--- config.mk ---
export PLATFORM = sky130hd
export DESIGN_NAME = slot_arbiter
export DESIGN_NICKNAME = d
export VERILOG_FILES = /design/src/rtl/slot_arb_pkg.sv /design/src/rtl/slot_table.sv /design/src/rtl/burst_cfg.sv /design/src/rtl/low_pick.sv /design/src/rtl/slot_arbiter.sv
export SDC_FILE = /design/constraint.sdc
export NUM_CORES = 1
export LEC_CHECK = 0
export ABC_AREA = 1
export CAP_MARGIN = 20
export CELL_PAD_IN_SITES_DETAIL_PLACEMENT = 1
export CELL_PAD_IN_SITES_GLOBAL_PLACEMENT = 1
export CORE_UTILIZATION = 35
export CTS_BUF_LIST = sky130_fd_sc_hd__clkbuf_8
export DETAILED_ROUTE_END_ITERATION = 8
export PLACE_DENSITY = 0.73
export SLEW_MARGIN = 20
export SYNTH_ARGS = -nofsm -noshare
export SYNTH_HDL_FRONTEND = slang
export SYNTH_HIERARCHICAL = 1
export SYNTH_SLANG_ARGS = --single-unit
export TNS_END_PERCENT = 1
--- constraint.sdc ---
create_clock -name clk -period 4.6 [get_ports clk]
set_input_delay 0.92 -clock clk [delete_from_list [all_inputs] [get_ports clk]]
set_output_delay 0.92 -clock clk [all_outputs]
set_load 0.05 [all_outputs]
--- src/rtl/slot_arb_pkg.sv ---
package slot_arb_pkg;

    localparam int DEF_CLIENTS   = 15;
    localparam int DEF_SLOTS     = 64;
    localparam int DEF_BURST_W   = 4;
    localparam int DEF_BURST_RST = 3;
    localparam int NUM_REGIONS   = 2;

    typedef enum logic {
        PH_PICK = 1'b0,
        PH_HOLD = 1'b1
    } arb_phase_e;

endpackage

--- src/rtl/slot_table.sv ---
module slot_table #(
    parameter int N_SLOTS   = 64,
    parameter int N_REGIONS = 2,
    parameter int OWN_W     = 4,
    localparam int PTR_W    = $clog2(N_SLOTS),
    localparam int REG_W    = (N_REGIONS > 1) ? $clog2(N_REGIONS) : 1
) (
    input  logic             clk,
    input  logic             rst_n,
    input  logic             we,
    input  logic [REG_W-1:0] wr_region,
    input  logic [PTR_W-1:0] wr_slot,
    input  logic [OWN_W-1:0] wr_owner,
    input  logic [REG_W-1:0] rd_region,
    input  logic [PTR_W-1:0] rd_slot,
    output logic [OWN_W-1:0] rd_owner
);

    logic [OWN_W-1:0] rd_bank [N_REGIONS];

    for (genvar r = 0; r < N_REGIONS; r++) begin : g_bank
        typedef struct packed {
            logic [N_SLOTS-1:0][OWN_W-1:0] ent;
        } bank_t;

        bank_t bank_d, bank_q;

        always_comb begin
            bank_d = bank_q;
            if (we && (wr_region == REG_W'(r))) begin
                bank_d.ent[wr_slot] = wr_owner;
            end
        end

        always_ff @(posedge clk or negedge rst_n) begin
            if (!rst_n) begin
                bank_q <= '1;
            end else begin
                bank_q <= bank_d;
            end
        end

        assign rd_bank[r] = bank_q.ent[rd_slot];
    end

    always_comb begin
        rd_owner = rd_bank[0];
        for (int r = 1; r < N_REGIONS; r++) begin
            if (rd_region == REG_W'(r)) begin
                rd_owner = rd_bank[r];
            end
        end
    end

endmodule

--- src/rtl/burst_cfg.sv ---
module burst_cfg #(
    parameter int N_CLIENTS = 15,
    parameter int BURST_W   = 4,
    parameter int BURST_RST = 3,
    localparam int IDX_W    = $clog2(N_CLIENTS)
) (
    input  logic               clk,
    input  logic               rst_n,
    input  logic               we,
    input  logic [IDX_W-1:0]   wr_client,
    input  logic [BURST_W-1:0] wr_len,
    input  logic [IDX_W-1:0]   rd_client,
    output logic [BURST_W-1:0] rd_len
);

    typedef struct packed {
        logic [N_CLIENTS-1:0][BURST_W-1:0] len;
    } cfg_t;

    cfg_t cfg_d, cfg_q;

    always_comb begin
        cfg_d = cfg_q;
        if (we && (int'(wr_client) < N_CLIENTS)) begin
            cfg_d.len[wr_client] = wr_len;
        end
    end

    always_ff @(posedge clk or negedge rst_n) begin
        if (!rst_n) begin
            for (int c = 0; c < N_CLIENTS; c++) begin
                cfg_q.len[c] <= BURST_W'(BURST_RST);
            end
        end else begin
            cfg_q <= cfg_d;
        end
    end

    assign rd_len = cfg_q.len[rd_client];

endmodule

--- src/rtl/low_pick.sv ---
module low_pick #(
    parameter int N_CLIENTS = 15,
    localparam int IDX_W    = $clog2(N_CLIENTS)
) (
    input  logic [N_CLIENTS-1:0] req,
    output logic                 any,
    output logic [IDX_W-1:0]     idx
);

    always_comb begin
        idx = '0;
        for (int i = N_CLIENTS - 1; i >= 0; i--) begin
            if (req[i]) begin
                idx = IDX_W'(i);
            end
        end
        any = |req;
    end

endmodule

--- src/rtl/slot_arbiter.sv ---
module slot_arbiter
    import slot_arb_pkg::*;
#(
    parameter int N_CLIENTS = DEF_CLIENTS,
    parameter int N_SLOTS   = DEF_SLOTS,
    parameter int BURST_W   = DEF_BURST_W,
    parameter int BURST_RST = DEF_BURST_RST,
    localparam int PTR_W    = $clog2(N_SLOTS),
    localparam int IDX_W    = $clog2(N_CLIENTS),
    localparam int OWN_W    = $clog2(N_CLIENTS + 1)
) (
    input  logic                 clk,
    input  logic                 rst_n,
    input  logic                 region_sel,
    input  logic [N_CLIENTS-1:0] req,
    input  logic                 tbl_we,
    input  logic                 tbl_region,
    input  logic [PTR_W-1:0]     tbl_slot,
    input  logic [OWN_W-1:0]     tbl_owner,
    input  logic                 bst_we,
    input  logic [IDX_W-1:0]     bst_client,
    input  logic [BURST_W-1:0]   bst_len,
    output logic [N_CLIENTS-1:0] gnt,
    output logic [PTR_W-1:0]     slot_idx
);

    localparam int OWN_SPAN = 1 << OWN_W;

    typedef struct packed {
        arb_phase_e             phase;
        logic [N_CLIENTS-1:0]   gnt;
        logic [IDX_W-1:0]       who;
        logic [BURST_W-1:0]     cnt;
        logic [BURST_W-1:0]     lim;
        logic [PTR_W-1:0]       ptr;
    } arb_st_t;

    arb_st_t st_d, st_q;

    logic [OWN_W-1:0]    slot_owner;
    logic [OWN_SPAN-1:0] req_wide;
    logic                owner_ok;
    logic                low_any;
    logic [IDX_W-1:0]    low_idx;
    logic                win_any;
    logic [IDX_W-1:0]    win_idx;
    logic [BURST_W-1:0]  win_len;
    logic [PTR_W-1:0]    ptr_inc;

    slot_table #(
        .N_SLOTS   (N_SLOTS),
        .N_REGIONS (NUM_REGIONS),
        .OWN_W     (OWN_W)
    ) u_table (
        .clk       (clk),
        .rst_n     (rst_n),
        .we        (tbl_we),
        .wr_region (tbl_region),
        .wr_slot   (tbl_slot),
        .wr_owner  (tbl_owner),
        .rd_region (region_sel),
        .rd_slot   (st_q.ptr),
        .rd_owner  (slot_owner)
    );

    burst_cfg #(
        .N_CLIENTS (N_CLIENTS),
        .BURST_W   (BURST_W),
        .BURST_RST (BURST_RST)
    ) u_burst (
        .clk       (clk),
        .rst_n     (rst_n),
        .we        (bst_we),
        .wr_client (bst_client),
        .wr_len    (bst_len),
        .rd_client (win_idx),
        .rd_len    (win_len)
    );

    low_pick #(
        .N_CLIENTS (N_CLIENTS)
    ) u_pick (
        .req (req),
        .any (low_any),
        .idx (low_idx)
    );

    // Owner claim: unowned codes (>= N_CLIENTS) never win the slot.
    always_comb begin
        req_wide = OWN_SPAN'(req);
        owner_ok = (int'(slot_owner) < N_CLIENTS) && req_wide[slot_owner];
        win_any  = owner_ok || low_any;
        win_idx  = owner_ok ? IDX_W'(slot_owner) : low_idx;
        ptr_inc  = (st_q.ptr == PTR_W'(N_SLOTS - 1)) ? '0 : st_q.ptr + 1'b1;
    end

    always_comb begin
        st_d = st_q;
        unique case (st_q.phase)
            PH_PICK: begin
                if (win_any) begin
                    st_d.phase = PH_HOLD;
                    st_d.gnt   = N_CLIENTS'(1) << win_idx;
                    st_d.who   = win_idx;
                    st_d.cnt   = '0;
                    st_d.lim   = win_len;
                end else begin
                    st_d.ptr = ptr_inc;
                end
            end
            PH_HOLD: begin
                if (!req[st_q.who] || (st_q.cnt == st_q.lim)) begin
                    st_d.phase = PH_PICK;
                    st_d.gnt   = '0;
                    st_d.ptr   = ptr_inc;
                end else begin
                    st_d.cnt = st_q.cnt + 1'b1;
                end
            end
            default: st_d = st_q;
        endcase
    end

    always_ff @(posedge clk or negedge rst_n) begin
        if (!rst_n) begin
            st_q <= '{phase: PH_PICK, gnt: '0, who: '0, cnt: '0, lim: '0, ptr: '0};
        end else begin
            st_q <= st_d;
        end
    end

    assign gnt      = st_q.gnt;
    assign slot_idx = st_q.ptr;

    // never more than one client holds the port
    p_gnt_onehot_r10: assert property (@(posedge clk) disable iff (!rst_n)
        $onehot0(gnt));

    // a grant never hops directly to another client
    p_no_hop_r10: assert property (@(posedge clk) disable iff (!rst_n)
        (|gnt) |=> (!(|gnt) || $stable(gnt)));

    // a fresh grant goes to a client that requested in the deciding cycle
    p_gnt_to_req_r2: assert property (@(posedge clk) disable iff (!rst_n)
        ((st_q.phase == PH_PICK) && (|req)) |=> (|($past(req) & gnt)));

    // an arbitration cycle with no request consumes the slot
    p_idle_adv_r4: assert property (@(posedge clk) disable iff (!rst_n)
        ((st_q.phase == PH_PICK) && !(|req)) |=>
            ((gnt == '0) && (slot_idx != $past(slot_idx))));

    // the beat counter never runs past the programmed limit
    p_cnt_bound_r5: assert property (@(posedge clk) disable iff (!rst_n)
        (|gnt) |-> (st_q.cnt <= st_q.lim));

    // a release advances the pointer by exactly one
    p_release_adv_r5: assert property (@(posedge clk) disable iff (!rst_n)
        (|gnt) |=> ((|gnt) ||
            (slot_idx == (($past(slot_idx) == PTR_W'(N_SLOTS - 1)) ? '0 : PTR_W'($past(slot_idx) + 1'b1)))));

    // pointer only holds or steps forward by one with wrap
    p_ptr_step_r7: assert property (@(posedge clk) disable iff (!rst_n)
        1'b1 |=> ((slot_idx == $past(slot_idx)) ||
            (slot_idx == (($past(slot_idx) == PTR_W'(N_SLOTS - 1)) ? '0 : PTR_W'($past(slot_idx) + 1'b1)))));

endmodule

== After elaboration in Yosys (flattened, before gate mapping) ==
Cells that the tools add are included.
Widths: inputs -> output; s select.
Cells by class
  equality and inequality tests: 6
  add/subtract/negate cells: 2
  bitwise logic cells: 2
  reductions and logical operators: 14
  mux-type cells: 43
  shift-type cells: 1
  $lt $le $gt $ge: 10
Operators by type and width (count)
  $bwmux 256: 2
  $mux 4: 23
  $bwmux 60: 1
  $bmux 4 s6: 2
  $pmux 16 s2: 1
  $mux 28: 1
  $demux 4 s6: 1
  $lt 4x5->1 const B: 4
  $mux 6: 3
  $bmux 4 s4: 1
  $demux 4 s4: 1
  $mux 16: 1
  $reduce_or 15->1: 1
  $shl 1x4->15 const A: 1
  $lt 6x7->1 const B: 2
  $pmux 6 s2: 1
  $bmux 1 s4: 2
  $lt 4x4->1 const B: 2
  $pmux 4 s2: 1
  $reduce_and 2->1: 4
  $add 6x1->6 const B: 1
  $eq 6x6->1 const B: 1
  $ge 6x1->1 const B: 1
  $logic_and 1x1->1: 6
  9 further kinds: 14
Word-level totals
  flip-flop bits (word level): 606
  logic and storage cells: 227
  input port bits: 39

== Longest topological paths before layout ==
Gate-level depths: netlist (run 1).
  depth after elaboration: 20
  mapped depth: 36
  depth with buffers taken out: 31

== Modules after synthesis ==
The synthesis (run 1) kept the hierarchy.
By module, submodules not included
  slot_table: area each 24270.8 µm², sequential area each 13452.9 µm², instances 1, cells an instance 3003
  burst_cfg: area each 2965.3 µm², sequential area each 1539.0 µm², instances 1, cells an instance 398
  slot_arbiter: area each 2304.7 µm², sequential area each 850.8 µm², instances 1, cells an instance 295
  low_pick: area each 192.7 µm², sequential area each 0.0 µm², instances 1, cells an instance 45

== Worst setup path after synthesis (run 1) ==
Ideal clock, no wire load.
  path kind: register to register
  start: register st_q (netlist bit slot_idx[1])
  end: register st_q[6] (netlist name)
  period minus slack after synthesis: 3248 ps
  path buffers: 5
  data arrival time: 3131 ps
  library setup time: 116 ps
  slack: 1352 ps
  cell stages (with the launch flop): 32
  cell sequence: dfrtp_1 -> inv_1 -> buf_2 -> clkbuf_1 -> nand3_1 -> nand3_1 -> nand3_1 -> nand2_1 -> nand2_1 -> nand3_1 -> nand2_1 -> nand2_1 -> nand2_1 -> buf_6 -> inv_6 -> nand2_1 -> nand2_1 -> nand2_1 -> nand3_2 -> nand3_4 -> nand2_4 -> nand2_1 -> nand2_4 -> buf_2 -> inv_1 -> buf_2 -> nand3_1 -> nand3_1 -> nand3_1 -> nand2_1 -> nand2_1 -> nand2_1
Between the ends
  longest elaborated chain between the ends: 9
  elaborated cells between the ends (all ways): 14
  classes of those cells: 1 x order compare; 10 x mux; 3 x reduce/logical
Ends and longest elaborated chain
  from (decl): RTL line slot_arbiter.sv:38  | arb_st_t st_d, st_q;
  from (signal assigned): RTL line slot_arbiter.sv:126  | st_q <= '{phase: PH_PICK, gnt: '0, who: '0, cnt: '0, lim: '0, ptr: '0};
  from (signal assigned): RTL line slot_arbiter.sv:128  | st_q <= st_d;
  $bmux 4 s6: RTL line slot_table.sv:43  | assign rd_bank[r] = bank_q.ent[rd_slot];
  $mux 4 (implied by the code): RTL line slot_table.sv:43
  $mux 4 *: RTL line slot_table.sv:49  | if (rd_region == REG_W'(r)) begin
  via slot_owner[0]: RTL line slot_arbiter.sv:40  | logic [OWN_W-1:0] slot_owner;
  $bmux 1 s4: RTL line slot_arbiter.sv:91  | owner_ok = (int'(slot_owner) < N_CLIENTS) && req_wide[slot_owner];
  $mux 1 (implied by the code): RTL line slot_arbiter.sv:91
  $logic_and 1x1->1 *: RTL line slot_arbiter.sv:91
  $mux 4 *: RTL line slot_arbiter.sv:93  | win_idx = owner_ok ? IDX_W'(slot_owner) : low_idx;
  via win_idx[1]: RTL line slot_arbiter.sv:46  | logic [IDX_W-1:0] win_idx;
  $bmux 4 s4 *: RTL line burst_cfg.sv:39  | assign rd_len = cfg_q.len[rd_client];
  $mux 4 (implied by the code) *: RTL line burst_cfg.sv:39
  via win_len[0]: RTL line slot_arbiter.sv:47  | logic [BURST_W-1:0] win_len;
The timed path passes the listed nets; every way through them passes the cells marked *. The select of a mux whose other input is x is not followed.
A chain may end at the register's enable or synchronous reset.

== Worst setup path after layout (run 1) ==
  start: register st_q (netlist bit slot_idx[0])
  end: register st_q[9] (netlist name)
The elaborated chain is that of the path after synthesis.

==> impl_results.md, run 1 <==
* Vias in the first global route at 27.15k
* TNS Setup at 0 ps
* Row cnt at between 100 and 150
* Final Cycle Share at between 90 and 100%
* CP most frequent cell: nand2_1
* Worst-margin pin slew at 883.0 ps
* GPL Wtd Cong at 0.8115
* CTS tree: done
* Mean Syn Cell Area at between 7 and 8 um^2
* Share of layout cells above drive strength 1 at a little over a fifth
* Switching share of power at 42.04%
* Root buffer cell: clkbuf_8
* Total power at between 0.015 and 0.02 W
* Mapped Nets at approximately 3.8k
* Combinational Power Share at around 40%
* Overall Global Routing Usage at a little under a quarter
* Status: complete, no violations
* Number of synthesized register bits at between 600 and 700
* Max_slew headroom at 41.05%
* Yosys top cell area share at 47.90%
* CTS Buf Count at 110
* Register share of total power at about a third
* Final hold vios at 0
* Final Cell Area at ~34000 um^2
* Core ar. at around 84000 um^2
* Cell Area, Synth at just under 30000 um^2
* VDD IR max at 0.4388 mV
* # DRC at 0
* Initial drt markers at between 1.5k and 2k
* Die ar. at between 80000 and 90000 um^2
* Clock Skews at roughly 38 ps
* DR vias/cell at around 5.2
* Startpoint type of the worst setup path: register
* Worst Path Required at 5240 ps
* Initial antenna violation count at 2
* Area leader, netlist: dfstp_2
* Horiz. Die Dim at between 200 and 300 um
* Post-synth EDFFs at 0
* Slowest cell delay on critical path at about 500 ps
* Mapped Cells at 3741
* Initial core utilization at between 30% and 40%
* Tmin final at roughly 4200 ps
* Clock Latency Late Sink at 760 ps
* Pwr dens at approximately 580 nW/um^2
* Dpl cells at between 4k and 5k
* Top Ports at 60
* Switching power total at just over 0.008 W
* Fillers at approximately 10k
* Max cap viols at 0
* Grt total ovfl at 0
* Top FF cell, synth: dfstp_2
* Pin count of the biggest net entering global routing at between 100 and 150
* Setup crit end kind: register
* Final HPWL DP at just over 60000 um
* Crit path DAT at between 4000 and 5000 ps
* DRT Pass-1 Iters at 5
* Max Slew Vio Count at 0
* Critical path class: register to register
* WP buf/inv at 5
* Area contributors post-synth: dfstp_2, nand2_1, nand3_1
* Non-Filler Instances at roughly 5.0k
* First-pass GRT wire length at 154200 um
* Number of buffers added on ports at roughly 60
* Via Count at between 20k and 30k
* CTS Buffer Depth at 3
* Synth cell types at 41
* Setup violators final at 0
* Async S/R FF share, synth at 100.0%
* Placed instance area at about 32000 um^2
* Worst-path clk slew at around 60 ps
* Nets at roughly 3.8k
* Crit Path Max Fanout at between 100 and 150
* Total routed wirelength at 95730 um
* P_int at roughly 0.011 W
* Synth warn at 6
* LEAKAGE at 13.29 nW
* Post-synthesis sequential area ratio at about 53%
* CP max stage cell: dfrtp_4
* Worst hold margin at around 470 ps
* Clock network power share at between 20% and 30%
* Die H at 293.5 um
* CP top delay family: simple AND/OR/NAND/NOR gates
* Fmax at ~240 MHz
* H-tree levels at 3
* Drt wl/cell at 19.20 um
* RSZ-0062 raised after global routing: no
* Hold WC Path Type: register to register
* CTS Sinks at 606
* Area Overhead vs Synth at 13.65%
* Routed Antenna Nets at 0
## state kept, by name, summed over array words and instances (netlist names)
name                   cells
gnt                       15
st_q                      13
u_burst/cfg_q             60
u_table/g_bank.bank_q    512
slot_idx                   6
## cells by family (layout without fill, tap and decap cells)
logic type | Yosys count | in the layout | synth area share [%]
simple gates | 2174 | 2174 | 30.94
flops | 606 | 606 | 53.28
compound gates | 599 | 599 | 10.12
buf+inv | 352 | 462 | 5.340
xor+xnor | 8 | 8 | 0.2357
fa+ha+maj | 2 | 2 | 0.08415
other cells | 0 | 1 | 0
## Yosys cell counts (3+ instances only)
master and number:
inv_2 20, nor3_2 8, buf_1 21, xnor2_1 3, inv_1 108, xor2_1 5, nand2_4 5, nand2_2 9
a21oi_1 9, buf_6 4, nand2_1 1455, nor2_1 71, nand4_1 4, o21ai_1 47, nor2_4 5, clkbuf_1 87
o21ai_0 539, buf_2 73, nand3_1 592, nor3_1 10, nand3_2 3, buf_4 36, dfrtp_1 64, dfstp_2 542
## through the flow
step / util [%] / worst slack (ps)
global placement: 37.62 / 345.4
CTS: 40.29 / 223.6
detailed placement: 37.62 / 248.9
floorplan: - / 1352
global route: 40.32 / 9.747
finish: 40.32 / 352.2
## per-layer routing
| metal | GRT usage (%) | part of all wire (%) |
|---|---|---|
| met1 | 29.67 | 46 |
| met2 | 37.86 | 48 |
| met3 | 3.116 | 3.4 |
| met4 | 7.584 | 2.9 |
| met5 | 0 | 0.017 |
## final timing paths
kind                                                    start                            end  slack, ps  cells past startpoint
worst max register to register                    slot_idx[0]                        st_q[9]        350                     29
worst min-delay path            u_table/g_bank[1].bank_q[115]  u_table/g_bank[1].bank_q[115]        470                      2
min in group asynchronous                               rst_n  u_table/g_bank[1].bank_q[145]        650                      1
worst min register to register  u_table/g_bank[1].bank_q[115]  u_table/g_bank[1].bank_q[115]        470                      2
max in group asynchronous                               rst_n  u_table/g_bank[0].bank_q[226]       3340                      2
worst max-delay path                              slot_idx[0]                        st_q[9]        350                     29
## cell type report
class                      instances  area [um^2]  share of cell area (%)
timing repair buffer             130         1429                   4.228
antenna                            1        2.502                0.007405
clock inverter                    67        396.6                   1.174
clock buffer                     134         1844                   5.458
inverter                         131        530.5                   1.570
multi-input combinational       2783        12320                   36.45
tap                             1134         1419                   4.199
sequential                       606        15850                   46.91
## cells in the final DEF, fill, tap and decap left out, types with 24 or more instances in the layout
cell / Yosys / layout
buf_12: 0 / 24
buf_4: 36 / 47
clkbuf_8: 0 / 134
clkdlybuf4s50_1: 0 / 58
dfrtp_1: 64 / 60
dfstp_2: 542 / 542
inv_1: 108 / 148
nand2_1: 1455 / 1454
nand3_1: 592 / 592
nor2_1: 71 / 70
o21ai_0: 539 / 539
o21ai_1: 47 / 47
## worst min-delay path, cell delays in order, from the launching register on
cell and delay (ps):
dfstp_2 360, nand2_1 50, o21ai_1 50
## repair_timing
item                                    4_1_cts  5_1_grt
buffers inserted                              0        1
resized for setup                             0        3
endpoints found under the setup margin        0        4
hold buffers                                  0        0
## power by group through the flow
| stage | Clock, W | Combinational (W) | Sequential, W |
|---|---|---|---|
| 2_1_floorplan | 0 | 0.00546 | 0.00655 |
| 3_3_place_gp | 0 | 0.00762 | 0.00671 |
| 3_5_place_dp | 0 | 0.00776 | 0.00673 |
| 4_1_cts | 0.00539 | 0.00780 | 0.00666 |
| 5_1_grt | 0.00561 | 0.00860 | 0.00674 |
| 6_report | 0.00523 | 0.00778 | 0.00667 |
Note: power is estimated with default switching activity, not from simulation.
==> run 2: changes to the inputs <==
Settings changed: CORE_MARGIN set to 10, SKIP_LAST_GASP set to 1, TNS_END_PERCENT 1 to unset.
==> run 2 against run 1 <==
  * Via count fell by 0.88%
  * Combinational power fell by 0.6%
  * Maximum frequency rose by 2.8%
  * Non-clock buffer count shrank 5
  * Critical path depth down 1
  * First-iteration DRC count rose by 3.9%
  * Clock-buffer cell count is 1 lower
  * Register-to-register slack better by 120 ps
  * Global-route usage fell by 3.1 points
==> impl_results.md, run 2 (synthesis gave the netlist of run 1 again) <==
* Routed Antenna Nets at 0 (unchanged)
* Largest Register: u_table/g_bank.bank_q
* P_int at 0.01121 W (-1.7%)
* Pwr dens at 574.5 nW/um^2 (-1.4%)
* Reg2reg end: st_q[8]
* CP max stage cell: dfrtp_4
* Initial drt markers at 1662 (+3.9%)
* Fmax at 242.1 MHz (+2.8%)
* CTS tree: done
* Clock Skews at 49.28 ps (+11.71 ps)
* GPL Wtd Cong at 0.8033 (-1.0%)
* Share of layout cells above drive strength 1 at 21.55% (-0.42 points)
* Crit path capture: st_q[8]
* Critical path startpoint: slot_idx[0]
* CTS Buffer Depth at 3 (unchanged)
* Cts hold-fix bufs at 0 (unchanged)
* Final HPWL DP at 60680 um (-0.29%)
* Max Slew Vio Count at 0 (unchanged)
* Number of buffers added on ports at 59 (unchanged)
* Via Count at 25.62k (-0.88%)
* Slowest cell delay on critical path at 560 ps (+60 ps)
* Startpoint type of the worst setup path: register
* Horiz. Die Dim at 311.5 um (+6.1%)
* Setup crit end kind: register
* Vias in the first global route at 26.97k (-0.66%)
* CTS Sinks at 606 (unchanged)
* Commonest non-fill, non-tap cell in the layout: nand2_1
* Nets at 3795 (-0.21%)
* Setup violators final at 0 (unchanged)
* Crit Path Max Fanout at 40 (-64%)
* Total routed wirelength at 95260 um (-0.49%)
* Die ar. at 97010 um^2 (+13%)
* Worst-margin pin slew at 1066 ps (+183.1 ps)
* Overall Global Routing Usage at 19.43% (-3.1 points)
* Pin count of the biggest net entering global routing at 129 (unchanged)
* Non-Filler Instances at 4972 (-0.28%)
* Fillers at 10.20k (+0.029%)
* CP most frequent cell: nand2_1
* Clock network power share at 25.6% (-1.0 points)
* Combinational Power Share at 40.1% (+0.6 points)
* Hold WC Path Type: input port to asynchronous set/reset pin
* Switching share of power at 41.92% (-0.12 points)
* Initial core utilization at 35.42% (-0.056 points)
* H-tree levels at 3 (unchanged)
* VDD IR max at 0.3893 mV (-11%)
* Crit path DAT at 4800 ps (-90 ps)
* TNS Setup at 0 ps (unchanged)
* Max_slew headroom at 28.76% (-12 points)
* LEAKAGE at 13.21 nW (-0.63%)
* CTS Buf Count at 107 (-2.7%)
* Max FFs per register at 512 (unchanged)
* Die H at 311.5 um (+6.1%)
* Clock Latency Late Sink at 740 ps (-20 ps)
* Top Ports at 60 (unchanged)
* Grt total ovfl at 0 (unchanged)
* Drt wl/cell at 19.16 um (-0.21%)
* Tmin final at 4131 ps (-116.6 ps)
* Reg-to-Reg Start: slot_idx[0]
* Area Overhead vs Synth at 13.02%
* Dpl cells at 4779 (-0.084%)
* # DRC at 0 (unchanged)
* Root buffer cell: clkbuf_8
* Critical path class: register to register
* Worst Path Required at 5270 ps (+30 ps)
* Reg2reg path depth at 28 (-3.4%)
* Switching power total at 0.008093 W (-2.2%)
* First-pass GRT wire length at 154300 um (about the same)
* DR vias/cell at 5.152 (-0.60%)
* R2R setup slack at 470 ps (+120 ps)
* Row cnt at 106 (unchanged)
* Initial antenna violation count at 2 (unchanged)
* DRT Pass-1 Iters at 5 (unchanged)
* Register share of total power at 34.4% (+0.5 points)
* Status: complete, no violations
* Final hold vios at 0 (unchanged)
* Max cap viols at 0 (unchanged)
* Worst-path clk slew at 60 ps (about the same)
* RSZ-0062 raised after global routing: no
* Commonest non-fill, non-tap cells in the layout: nand2_1, nand3_1, dfstp_2
* Final Cycle Share at 89.81% (-2.5 points)
* Core ar. at 83950 um^2 (+0.16%)
==> run 2: final cells by class <==
| cell class | instances | area [um^2] | area share [%] |
|---|---|---|---|
| clock buffer | 133 | 1831 | 5.447 |
| antenna | 1 | 2.502 | 0.007447 |
| tap | 1134 | 1419 | 4.222 |
| inverter | 131 | 521.8 | 1.553 |
| multi-input combinational | 2783 | 12320 | 36.66 |
| sequential | 606 | 15850 | 47.17 |
| timing repair buffer | 125 | 1379 | 4.103 |
| clock inverter | 59 | 281.5 | 0.8378 |
==> run 2: worst max-delay path, delay by kind of cell, from the launching register on <==
family                 cells  cell delay [ps]
flip-flops                 1              560
buffers and inverters      5             1190
AND/OR/NAND/NOR           23             2310
==> run 2: what timing repair did <==
item,in CTS,in global routing
setup buffers,0,0
endpoints found under the setup margin,0,4
gates resized for setup,0,1
==> run 2: through the flow <==
step           area, um^2  setup WS, ps  power (W)  hold WS (ps)  utilization (%)
2_1_floorplan       29730          1352    0.01201         450.3                -
3_3_place_gp        31490         377.0    0.01429         461.0            37.50
3_5_place_dp        31490         280.6    0.01446         466.5            37.50
4_1_cts             33600         221.3    0.01952         206.9            40.02
5_1_grt             33600         30.55    0.02066         252.2            40.03
6_report            33600         468.8    0.01931         248.3            40.03
==> run 2: worst min path at each step <==
stage,to
final,u_burst/cfg_q[26]
after CTS,u_burst/cfg_q[26]
after floorplan,gnt[0]
after global placement,u_table/g_bank[1].bank_q[237]
after detailed placement,u_table/g_bank[1].bank_q[181]
after global routing,u_burst/cfg_q[26]
==> run 2: layer usage <==
metal	track usage, %	share of wire (%)
met5	0	0.014
met4	5.563	2.4
met3	3.718	4.4
met2	32.40	48
met1	25.36	46
==> run 2: power by group through the flow <==
stage	sequential [W]	clock (W)	combinational, W
final	0.00664	0.00493	0.00773
after global routing	0.00672	0.00535	0.00859
after CTS	0.00664	0.00510	0.00778
after detailed placement	0.00670	0	0.00775
after global placement	0.00668	0	0.00761
after floorplan	0.00655	0	0.00546
==> run 3: changes to the inputs <==
Settings changed: MAX_ROUTING_LAYER set to met4.
==> run 3 against run 2 <==
  * Final area about the same
  * Flip-flop and latch count unchanged
  * Global-route usage increased by 0.56 points
  * First-iteration DRC count increased by 0.60%
  * Clock-buffer cell count unchanged
  * Register-to-register slack got worse by 20 ps
  * Clock power about the same
  * Wire length about the same
  * Non-clock buffer count unchanged
  * Worst hold slack improved by 11 ps
  * Critical path type unchanged
  * Largest cell class unchanged
==> impl_results.md, run 3 (synthesis gave the netlist of run 1 again) <==
* Status: complete, no violations
* Postcts setup bufs at 0 (unchanged)
* Horiz. Die Dim at 311.5 um (unchanged)
* Largest Register: u_table/g_bank.bank_q
* Max FFs per register at 512 (unchanged)
* Clock Latency Late Sink at 740 ps (about the same)
* CTS Buffer Depth at 3 (unchanged)
* # DRC at 0 (unchanged)
* Slowest cell delay on critical path at 520 ps (-40 ps)
* RSZ-0062 raised after global routing: no
* Share of layout cells above drive strength 1 at 21.55% (unchanged)
* Final HPWL DP at 60680 um (unchanged)
* Setup crit end kind: register
* Vias in the first global route at 27.00k (+0.11%)
* Pwr dens at 574.5 nW/um^2 (about the same)
* Placed instance area at 31490 um^2 (unchanged)
* Max cap viols at 0 (unchanged)
* Worst-margin pin slew at 1054 ps (-11.92 ps)
* Pin count of the biggest net entering global routing at 129 (unchanged)
* DRT Pass-1 Iters at 5 (unchanged)
* Commonest non-fill, non-tap cells in the layout: nand2_1, nand3_1, dfstp_2
* Reg-to-Reg Start: slot_idx[1]
* Die H at 311.5 um (unchanged)
* Final Cell Area at 33610 um^2 (about the same)
* DR vias/cell at 5.140 (-0.24%)
* LEAKAGE at 13.21 nW (unchanged)
* Clock Skews at 49.04 ps (-0.2343 ps)
* CTS Buf Count at 107 (unchanged)
* H-tree levels at 3 (unchanged)
* Crit path DAT at 4770 ps (-30 ps)
* First-pass GRT wire length at 154300 um (unchanged)
* Initial antenna violation count at 2 (unchanged)
* Overall Global Routing Usage at 19.99% (+0.56 points)
* Max_slew headroom at 29.56% (+0.80 points)
* Top Ports at 60 (unchanged)
* Initial core utilization at 35.42% (unchanged)
* Total routed wirelength at 95200 um (about the same)
* Die ar. at 97010 um^2 (unchanged)
* Drt wl/cell at 19.14 um (about the same)
* Row cnt at 106 (unchanged)
* CTS Sinks at 606 (unchanged)
* GPL Wtd Cong at 0.8144 (+1.4%)
* Startpoint type of the worst setup path: register
* Fmax at 241.1 MHz (-0.39%)
* Tmin final at 4147 ps (+16.11 ps)
* Via Count at 25.56k (-0.22%)
* Nets at 3795 (unchanged)
* CP most frequent cell: nand2_1
* Root buffer cell: clkbuf_8
* Number of buffers added on ports at 59 (unchanged)
* Commonest non-fill, non-tap cell in the layout: nand2_1
* Grt total ovfl at 0 (unchanged)
* Routed Antenna Nets at 0 (unchanged)
* CP max stage cell: dfrtp_4
* Worst-path clk slew at 60 ps (about the same)
* Reg2reg path depth at 29 (+3.6%)
* Critical path class: register to register
* TNS Setup at 0 ps (unchanged)
* Final hold vios at 0 (unchanged)
* CTS tree: done
* Final Cycle Share at 90.16% (+0.35 points)
* Setup violators final at 0 (unchanged)
* Initial drt markers at 1672 (+0.60%)
* R2R setup slack at 450 ps (-20 ps)
* Core ar. at 83950 um^2 (unchanged)
* Reg2reg end: st_q[8]
* Crit Path Max Fanout at 34 (-15%)
* Area Overhead vs Synth at 13.02% (about the same)
* Max Slew Vio Count at 0 (unchanged)
* Critical path startpoint: slot_idx[1]
* Worst Path Required at 5220 ps (-50 ps)
* Hold WC Path Type: input port to asynchronous set/reset pin
* VDD IR max at 0.3906 mV (+0.34%)
[run 3: cell count changes in the layout (fill, tap and decap cells not counted), sizes merged]
cell / change
diode: +1
[run 3: cell type report]
type                       count  area, um^2
antenna                        2       5.005
tap                         1134        1419
multi-input combinational   2783       12320
fill                       10200       50350
clock inverter                59       281.5
inverter                     131       521.8
sequential                   606       15850
timing repair buffer         125        1379
clock buffer                 133        1831
[run 3: worst max-delay path, delay by kind of cell (launching register included)]
| kind | cells | cell delay [ps] |
|---|---|---|
| DFF | 1 | 520 |
| and+or+nand+nor | 24 | 2290 |
| buffers and inverters | 5 | 1210 |
[run 3: how the worst max path moves through the flow]
stage	slack [ps]	cells after the start	end
after floorplan	1350	31	st_q[6]
after global placement	380	29	st_q[7]
after detailed placement	280	29	st_q[7]
after CTS	220	29	st_q[8]
after global routing	30	32	st_q[9]
final	450	29	st_q[8]
[run 3: report_power, final]
group | leakage (nW) | internal, W | switching (W) | total, W
Clock | 1.27 | 0.00264 | 0.00229 | 0.00493
Sequential | 6.44 | 0.00625 | 0.000389 | 0.00664
Combinational | 5.50 | 0.00232 | 0.00541 | 0.00773
Total | 13.2 | 0.0112 | 0.00809 | 0.0193
[run 3: timing repair]
action                                  in CTS  in global routing
endpoints found under the setup margin       0                  4
resized for setup                            0                  1
hold buffers                                 0                  0
[run 3: through the flow]
step	utilization (%)	setup slack, ps	total power, W	instances	hold WS, ps
2_1_floorplan	-	1352	0.01201	3741	450.3
3_3_place_gp	37.50	377.0	0.01429	4779	461.0
3_5_place_dp	37.50	280.6	0.01446	4779	466.5
4_1_cts	40.02	221.3	0.01952	4971	206.9
5_1_grt	40.03	31.41	0.02066	4973	255.4
6_report	40.03	452.6	0.01931	4973	259.5
[run 3: metal layers]
metal | up-vias | global-route usage [%] | routed length, um
li1 | 12280 | - | -
met1 | 12700 | 25.34 | 43330
met2 | 428 | 32.41 | 45190
met3 | 149 | 3.724 | 4384
met4 | 0 | 5.585 | 2298
met5 | - | - | 0
